### src/rtl/tlb_pkg.sv
package tlb_pkg;

    localparam int VA_W   = 32;
    localparam int PA_W   = 32;
    localparam int ASID_W = 8;
    localparam int PG_SH  = 12;
    localparam int PM_W   = 12;
    localparam int VPN2_W = VA_W - PG_SH - 1;
    localparam int PFN_W  = PA_W - PG_SH;

    typedef enum logic [1:0] {
        RES_MATCH    = 2'd0,
        RES_NOMATCH  = 2'd1,
        RES_INVALID  = 2'd2,
        RES_MODIFIED = 2'd3
    } tlb_res_e;

    typedef struct packed {
        logic [PFN_W-1:0] pfn;
        logic             valid;
        logic             dirty;
    } tlb_half_t;

    typedef struct packed {
        logic [VPN2_W-1:0] vpn2;
        logic [ASID_W-1:0] asid;
        logic              global_en;
        logic [PM_W-1:0]   pmask;
        tlb_half_t         even;
        tlb_half_t         odd;
    } tlb_entry_t;

    // Offset mask of one half page: all bits below the even/odd select bit.
    function automatic logic [VA_W-1:0] half_mask(input logic [PM_W-1:0] pm);
        logic [VA_W-1:0] pair;
        pair = VA_W'({pm, {(PG_SH + 1){1'b1}}});
        return pair >> 1;
    endfunction

endpackage

### src/rtl/tlb_way_match.sv
module tlb_way_match
    import tlb_pkg::*;
(
    input  tlb_entry_t              ent,
    input  logic [VA_W-1:0]         vaddr,
    input  logic [ASID_W-1:0]       asid,
    output logic                    hit,
    output logic                    odd,
    output logic [VA_W-1:0]         offs_mask
);
    logic [VA_W-1:0]   pair_mask;
    logic [VPN2_W-1:0] tag_care;
    logic              id_ok;
    logic              tag_ok;

    always_comb begin
        offs_mask = half_mask(ent.pmask);
        pair_mask = {offs_mask[VA_W-2:0], 1'b1};
        tag_care  = ~VPN2_W'(ent.pmask);
        id_ok     = ent.global_en || (ent.asid == asid);
        tag_ok    = ((vaddr[VA_W-1:PG_SH+1] ^ ent.vpn2) & tag_care) == '0;
        hit       = id_ok && tag_ok;
        odd       = |(vaddr & pair_mask & ~offs_mask);
    end
endmodule

### src/rtl/tlb_prio_pick.sv
module tlb_prio_pick #(
    parameter int N     = 16,
    parameter int IDX_W = $clog2(N)
) (
    input  logic [N-1:0]     hits,
    output logic             found,
    output logic [IDX_W-1:0] idx
);
    always_comb begin
        idx = '0;
        for (int i = N - 1; i >= 0; i--) begin
            if (hits[i]) idx = IDX_W'(i);
        end
        found = |hits;
    end
endmodule

### src/rtl/tlb_lookup.sv
module tlb_lookup
    import tlb_pkg::*;
#(
    parameter int N_ENT = 16,
    localparam int IDX_W = $clog2(N_ENT)
) (
    input  logic                 clk,
    input  logic                 rst,
    input  logic [VA_W-1:0]      lk_vaddr,
    input  logic                 lk_write,
    input  logic [ASID_W-1:0]    lk_asid,
    output logic [PA_W-1:0]      pa,
    output logic [1:0]           result,
    input  logic                 wr_en,
    input  logic [IDX_W-1:0]     wr_idx,
    input  logic [VPN2_W-1:0]    wr_vpn2,
    input  logic [ASID_W-1:0]    wr_asid,
    input  logic                 wr_global,
    input  logic [PM_W-1:0]      wr_pmask,
    input  logic [PFN_W-1:0]     wr_pfn_even,
    input  logic                 wr_valid_even,
    input  logic                 wr_dirty_even,
    input  logic [PFN_W-1:0]     wr_pfn_odd,
    input  logic                 wr_valid_odd,
    input  logic                 wr_dirty_odd
);
    tlb_entry_t [N_ENT-1:0] tbl;
    tlb_entry_t             new_ent;

    logic [N_ENT-1:0]       way_hit;
    logic [N_ENT-1:0]       way_odd;
    logic [VA_W-1:0]        way_offs [N_ENT];

    logic                   found;
    logic [IDX_W-1:0]       sel;
    tlb_half_t              half;
    tlb_res_e               res;

    always_comb begin
        new_ent.vpn2       = wr_vpn2;
        new_ent.asid       = wr_asid;
        new_ent.global_en  = wr_global;
        new_ent.pmask      = wr_pmask;
        new_ent.even.pfn   = wr_pfn_even;
        new_ent.even.valid = wr_valid_even;
        new_ent.even.dirty = wr_dirty_even;
        new_ent.odd.pfn    = wr_pfn_odd;
        new_ent.odd.valid  = wr_valid_odd;
        new_ent.odd.dirty  = wr_dirty_odd;
    end

    always_ff @(posedge clk) begin
        if (rst) begin
            tbl <= '0;
        end else if (wr_en) begin
            tbl[wr_idx] <= new_ent;
        end
    end

    generate
        for (genvar g = 0; g < N_ENT; g++) begin : g_way
            tlb_way_match u_match (
                .ent       (tbl[g]),
                .vaddr     (lk_vaddr),
                .asid      (lk_asid),
                .hit       (way_hit[g]),
                .odd       (way_odd[g]),
                .offs_mask (way_offs[g])
            );
        end
    endgenerate

    tlb_prio_pick #(.N(N_ENT), .IDX_W(IDX_W)) u_pick (
        .hits  (way_hit),
        .found (found),
        .idx   (sel)
    );

    always_comb begin
        half = way_odd[sel] ? tbl[sel].odd : tbl[sel].even;
        res  = RES_NOMATCH;
        pa   = '0;
        if (found) begin
            if (!half.valid) begin
                res = RES_INVALID;
            end else if (lk_write && !half.dirty) begin
                res = RES_MODIFIED;
            end else begin
                res = RES_MATCH;
                pa  = {half.pfn, {PG_SH{1'b0}}} | PA_W'(lk_vaddr & way_offs[sel]);
            end
        end
        result = res;
    end
endmodule

### config.mk
export PLATFORM = sky130hd
export DESIGN_NAME = tlb_lookup
export DESIGN_NICKNAME = d
export VERILOG_FILES = /design/src/rtl/tlb_pkg.sv /design/src/rtl/tlb_way_match.sv /design/src/rtl/tlb_prio_pick.sv /design/src/rtl/tlb_lookup.sv
export SDC_FILE = /design/constraint.sdc
export NUM_CORES = 2
export LEC_CHECK = 0
export BUFFER_PORTS_ARGS = -buffer_cell sky130_fd_sc_hd__buf_2
export CORE_ASPECT_RATIO = 2
export CORE_MARGIN = 5
export CORE_UTILIZATION = 30
export DETAILED_ROUTE_END_ITERATION = 6
export GPL_TIMING_DRIVEN = 0
export PLACE_DENSITY = 0.54
export SYNTH_ARGS = -nofsm -noshare
export SYNTH_HDL_FRONTEND = slang
export SYNTH_HIERARCHICAL = 1
export SYNTH_SLANG_ARGS = --single-unit
### constraint.sdc
create_clock -name clk -period 4.5 [get_ports clk]
set_input_delay 0.225 -clock clk [delete_from_list [all_inputs] [get_ports clk]]
set_output_delay 0.225 -clock clk [all_outputs]
set_load 0.01 [all_outputs]
Word-level counts from Yosys, hierarchy flattened
Cells that the tools add are included.
{"block": "totals", "input_bits": 132, "reg_bits": 1344, "elab_cells": 380, "out_inout_bits": 34}
{"block": "classes", "magnitude_cmp": 4, "n_mux": 33, "n_eq_ne": 16, "bitwise": 99, "reduce_logical": 68}
{"operator": "$bwmux 1344", "n": 1}
{"operator": "$and 32x32->32", "n": 17}
{"operator": "$and 32x25->32", "n": 16}
{"operator": "$not 24->32", "n": 16}
{"operator": "$reduce_or 32->1", "n": 16}
{"operator": "$bmux 84 s4", "n": 1}
{"operator": "$demux 84 s4", "n": 1}
{"operator": "$and 19x19->19", "n": 16}
{"operator": "$logic_not 19->1", "n": 16}
{"operator": "$not 12->19", "n": 16}
{"operator": "$xor 19x19->19", "n": 16}
{"operator": "$mux 32", "n": 5}
{"operator": "$bmux 32 s4", "n": 1}
{"operator": "$eq 8x8->1", "n": 16}
{"operator": "$mux 84", "n": 1}
{"operator": "$mux 4", "n": 16}
{"operator": "$mux 44", "n": 1}
{"operator": "$or 32x32->32", "n": 1}
{"operator": "$mux 22", "n": 1}
{"operator": "$logic_and 1x1->1", "n": 18}
{"operator": "$logic_or 1x1->1", "n": 16}
{"operator": "$reduce_or 16->1", "n": 1}
{"operator": "$lt 4x5->1 const B", "n": 2}
{"operator": "$mux 2", "n": 3}
{"operator": "other kinds (6)", "n": 6}

Longest topological paths before layout
{"block": "depth", "word_depth": 29, "depth_mapped": 17, "depth_no_buf": 13}

Hierarchy
The synthesis kept the hierarchy.
{"module": "tlb_lookup", "cells_each": 7347, "seq_area_each_um2": 26905.8, "n_inst": 1, "area_per_inst_um2": 56460.4}
{"module": "tlb_way_match", "cells_each": 92, "seq_area_each_um2": 0.0, "n_inst": 16, "area_per_inst_um2": 693.2}
{"module": "tlb_prio_pick", "cells_each": 34, "seq_area_each_um2": 0.0, "n_inst": 1, "area_per_inst_um2": 176.4}

Worst setup path after synthesis
OpenSTA, ideal clock, no wires.
{"block": "synth_path", "path_type": "flip-flop to output port", "startpoint": "reg tbl[1249] (netlist bit)", "endpoint": "out pa[10]", "path_stages_with_launch": 16, "t_arrival_ns": 3.860, "n_path_buf": 2, "setup_slack_ns": 0.415, "required_ns": 4.275, "cell_sequence": "dfxtp_1 -> xnor2_1 -> o22ai_1 -> or4_1 -> nor4_2 -> nor2_1 -> o31ai_1 -> nand2_1 -> a31oi_1 -> buf_4 -> mux4_2 -> mux2i_4 -> mux2i_1 -> o2111ai_4 -> buf_6 -> a21oi_1"}
{"block": "synth_via", "elab_chain_len": 28, "elab_cells_between_ends": 36, "classes_between": "mux: 26; bitwise: 5; reduce/logical: 5"}
{"item": "start, declared", "line": "tlb_lookup.sv:27", "rtl": "tlb_entry_t [N_ENT-1:0] tbl;"}
{"item": "start signal, assigned by index", "line": "tlb_lookup.sv:56", "rtl": "tbl[wr_idx] <= new_ent;"}
{"item": "$xor 19x19->19 (*)", "line": "tlb_way_match.sv:21", "rtl": "tag_ok = ((vaddr[VA_W-1:PG_SH+1] ^ ent.vpn2) & tag_care) == '0;"}
{"item": "$and 19x19->19 (*)", "line": "tlb_way_match.sv:21"}
{"item": "$logic_not 19->1 (*)", "line": "tlb_way_match.sv:21"}
{"item": "$logic_and 1x1->1 (*)", "line": "tlb_way_match.sv:22", "rtl": "hit = id_ok && tag_ok;"}
{"item": "net way_hit[14]", "line": "tlb_lookup.sv:30", "rtl": "logic [N_ENT-1:0] way_hit;"}
{"item": "$mux 4 (*) (15 in series)", "line": "tlb_prio_pick.sv:12", "rtl": "if (hits[i]) idx = IDX_W'(i);"}
{"item": "net sel[1]", "line": "tlb_lookup.sv:35", "rtl": "logic [IDX_W-1:0] sel;"}
{"item": "$not 4->5 (implied by the code)", "line": "tlb_lookup.sv:90", "rtl": "pa = {half.pfn, {PG_SH{1'b0}}} | PA_W'(lk_vaddr & way_offs[sel]);"}
{"item": "$bmux 32 s4", "line": "tlb_lookup.sv:90"}
{"item": "$mux 32 (implied by the code) (2 in series)", "line": "tlb_lookup.sv:90"}
{"item": "$and 32x32->32", "line": "tlb_lookup.sv:90"}
{"item": "$or 32x32->32", "line": "tlb_lookup.sv:90"}
{"item": "$mux 32", "line": "tlb_lookup.sv:86", "rtl": "end else if (lk_write && !half.dirty) begin"}
{"item": "$mux 32 (*)", "line": "tlb_lookup.sv:84", "rtl": "if (!half.valid) begin"}
{"item": "$mux 32 (*)", "line": "tlb_lookup.sv:83", "rtl": "if (found) begin"}
{"item": "end, declared", "line": "tlb_lookup.sv:12", "rtl": "output logic [PA_W-1:0] pa,"}
The timed path passes the listed nets; every way through them passes the cells marked *. The select of a mux whose other input is x is not followed.

Worst setup path after layout
{"block": "layout_path", "startpoint": "reg tbl[1332] (netlist bit)", "endpoint": "out pa[12]"}
{"block": "layout_via", "elab_chain_len": 29, "elab_cells_between_ends": 37, "classes_between": "mux: 27; bitwise: 5; reduce/logical: 5"}
{"item": "$xor 19x19->19 (*)", "line": "tlb_way_match.sv:21"}
{"item": "$and 19x19->19 (*)", "line": "tlb_way_match.sv:21"}
{"item": "$logic_not 19->1 (*)", "line": "tlb_way_match.sv:21"}
{"item": "$logic_and 1x1->1 (*)", "line": "tlb_way_match.sv:22"}
{"item": "net way_hit[15]", "line": "tlb_lookup.sv:30"}
{"item": "$mux 4 (*) (16 in series)", "line": "tlb_prio_pick.sv:12"}
{"item": "net sel[1]", "line": "tlb_lookup.sv:35"}
{"item": "$not 4->5 (implied by the code)", "line": "tlb_lookup.sv:90"}
{"item": "$bmux 32 s4", "line": "tlb_lookup.sv:90"}
{"item": "$mux 32 (implied by the code) (2 in series)", "line": "tlb_lookup.sv:90"}
{"item": "$and 32x32->32", "line": "tlb_lookup.sv:90"}
{"item": "$or 32x32->32", "line": "tlb_lookup.sv:90"}
{"item": "$mux 32", "line": "tlb_lookup.sv:86"}
{"item": "$mux 32 (*)", "line": "tlb_lookup.sv:84"}
{"item": "$mux 32 (*)", "line": "tlb_lookup.sv:83"}
Marked as above.

==> impl_metrics.toml <==
[run_status]
status = "finished, violations left"
failed_checks = "DRC, setup timing"

[setup_path]
cpPeakStageDelay_ns = 0.83
rr_startpoint = "tbl[973]"
rrSetupSlack_ns = 3.65
arrival_ns = 5.69
path_buf_inv = 8
reg2reg_depth = 2
cpMaxStageDelayCell = "o211ai_1"
cp-end-kind = "primary output"
critPathRequiredTime_ns = 4.28
r2r_end = "tbl[973]"
worst-path-max-fanout = 10
worstSetupStartpoint = "tbl[1332]"
worstPathCellList = "xnor2_1 > o22ai_1 > or4_4 > nor4_4 > buf_6 > nor2_4 > o31ai_4 > nand2_2 > a31oi_4 > buf_12 > buf_16 > buf_16 > buf_12 > buf_8 > buf_8 > o21ai_0 > o211ai_1 > mux4_2 > a21oi_2 > buf_2"
crit_family = "compound AO/OA/AOI/OAI gates"
startpoint_type = "flop"
worstSetupPathType = "reg -> out"

[final_layout]
final_area_mm2 = 0.0802
final_common_cell = "nand2_1"
reg_top3 = "tbl (1344)"
final_cell_mix = "3007 x nand2_1, 1361 x a21oi_1, 1341 x dfxtp_1, 674 x clkbuf_1, 592 x buf_4"
top_register = "tbl"
syn_to_final_growth_pct = 18.4
drive_gt1_frac = 0.125
largest_reg_flops = 1344
final_cells = 12600
finalNetCount = 9618

[placement]
gp_congestion = 0.986
port_buffers = 80
placedInstanceArea_mm2 = 0.0734
dp_cells = 12200
preCtsSetupSlack_ns = -4.45
dp_hpwl_mm = 267

[hold_path]
whs_endpoint = "tbl[1339]"
hp-class = "in -> reg"
hp-start = "wr_vpn2[14]"
hold_path_depth = 3

[job]
max_cap_viol_count = 0

[logic_synthesis]
synth_ff_type = "dfxtp_1"
synthArstFlopShare = 0
yosys_warnings = 6
yosys_register_bits = 1344
synth-edff-count = 0
netlist_instances = 8853
synth_cell_types = 50
synth-seq-area-share = 0.397
netlist_area_mm2 = 0.0677
synth_area_per_cell_um2 = 7.65

[sta]
finalSetupViolCount = 34
period_share = 1.32
rsz0062_at_grt = "yes"
clock.fmax_mhz = 169
min_period_ns = 5.92
drv_slew = 0
finalSetupTns_ns = -44.48
tightestPinTransition_ns = 1.49
maxSlewHeadroom = 0.00988
fin_ws_ns = -1.42
final-hold-violation-count = 0
fin_worst_skew_ns = 0

[global_route]
track_usage = 0.274
antenna_found_initial = 44
grt_max_degree = 37
gr-total-overflow = 0
grt_pass1_vias = 62900
grt_pass1_wl_mm = 464

[routing]
ant_nets = 0
drc = 2
first_pass_iters = 7
wl_per_cell_um = 27.0
via_count = 65100
drt_wl_total_mm = 339
first_iter_violations = 6334
viasPerCell = 5.18

[floorplanning]
die_w_um = 346
die_h_um = 682
start_util = 0.301
core_area_mm2 = 0.225
dieArea_mm2 = 0.236
rows = 246
ios = 166

[pwr]
power_density_mw_per_mm2 = 324
ir_worst_vdd_v = 0.000321
p_leak_nw = 27.8

[clock_tree]
cts.sinks = 1344
clockBufferDepth = 3
cts_tree = "done"
clk_latency_ns = 0.75
clk_pin_slew_worst_paths_ns = 0.07
root_buffer = "clkbuf_16"
htreeDepth = 3
numCtsBuffers = 114
final cells by class:
| cell class | instances | area [um2] |
|---|---|---|
| diodes | 17 | 42.5 |
| clock buffers | 165 | 3340 |
| clock inverters | 49 | 627 |
| fillers | 23700 | 145000 |
| plain buffers | 1238 | 7150 |
| inverters | 41 | 154 |
| multi-input cells | 6516 | 36000 |
| repair buffers | 231 | 2220 |
| well taps | 2976 | 3720 |
| flip-flops and latches | 1344 | 26900 |
report_power, final:
group	internal (mW)	leakage (nW)	total, mW	switching, mW
Combinational	0.873	15.0	2.86	1.98
Sequential	12.0	10.8	12.2	0.121
Clock	5.91	1.95	11.0	5.07
Total	18.8	27.8	26.0	7.18
cells in the mapped netlist, types with 88 or more instances:
cell	number	area [um2]
dfxtp_1	1344	26900
mux4_2	98	2210
clkbuf_1	667	2500
nand4_1	88	551
xnor2_1	240	2100
xor2_1	192	1680
nand3_1	247	1240
a21oi_1	1394	6980
nand2_1	3008	11300
nand3b_1	145	1090
buf_4	520	3900
mux2i_1	409	4090
worst register-to-register path: stages, from the launching register on:
cell and delay (ns):
dfxtp_1 0.52, nand2_1 0.09, a21oi_1 0.18
layer usage:
metal | vias up | global-route usage | part of all wire
li1 | 29800 | - | -
met1 | 30800 | 0.267 | 0.32
met2 | 3118 | 0.478 | 0.48
met3 | 1304 | 0.0390 | 0.057
met4 | 34 | 0.295 | 0.14
met5 | - | 0 | 0.00059
repair_timing:
action                                  in CTS  in global routing
pin swaps                                   46                 50
hold buffers                                42                  0
hold endpoints to repair                   211                  0
gates cloned                                 1                  6
endpoints found under the setup margin      34                 34
gates resized for setup                    253                103
buffers inserted                            47                 29
stage by stage:
| stage | hold WS [ns] | power (mW) | utilization |
|---|---|---|---|
| after global placement | 0.438 | 15.1 | 0.325 |
| after CTS | 0.00128 | 26.0 | 0.353 |
| after detailed placement | 0.445 | 15.1 | 0.326 |
| after global routing | 0.0126 | 26.6 | 0.357 |
| after floorplan | 0.432 | 13.9 | - |
| final | 0.0254 | 26.0 | 0.357 |
worst max path at each step:
stage               endpoint  slack, ns  cells past startpoint
finish                pa[12]      -1.42                     20
global route          pa[14]      -1.42                     20
floorplan             pa[10]       0.42                     15
detailed placement    pa[31]      -4.45                     19
global placement      pa[14]      -4.78                     19
CTS                   pa[13]      -1.28                     19
logic make-up (layout without fill, tap and decap cells):
kind of cell / count (synthesis) / after routing / share of synthesized area
AND/OR/NAND/NOR: 3648 / 3648 / 0.225
buffers and inverters: 1281 / 1724 / 0.101
other: 32 / 337 / 0.00177
AO/OA/AOI/OAI: 1602 / 1602 / 0.125
XOR/XNOR: 432 / 432 / 0.0559
multiplexers: 514 / 514 / 0.0950
flip-flops: 1344 / 1344 / 0.397
Note: power is estimated with default switching activity, not from simulation.
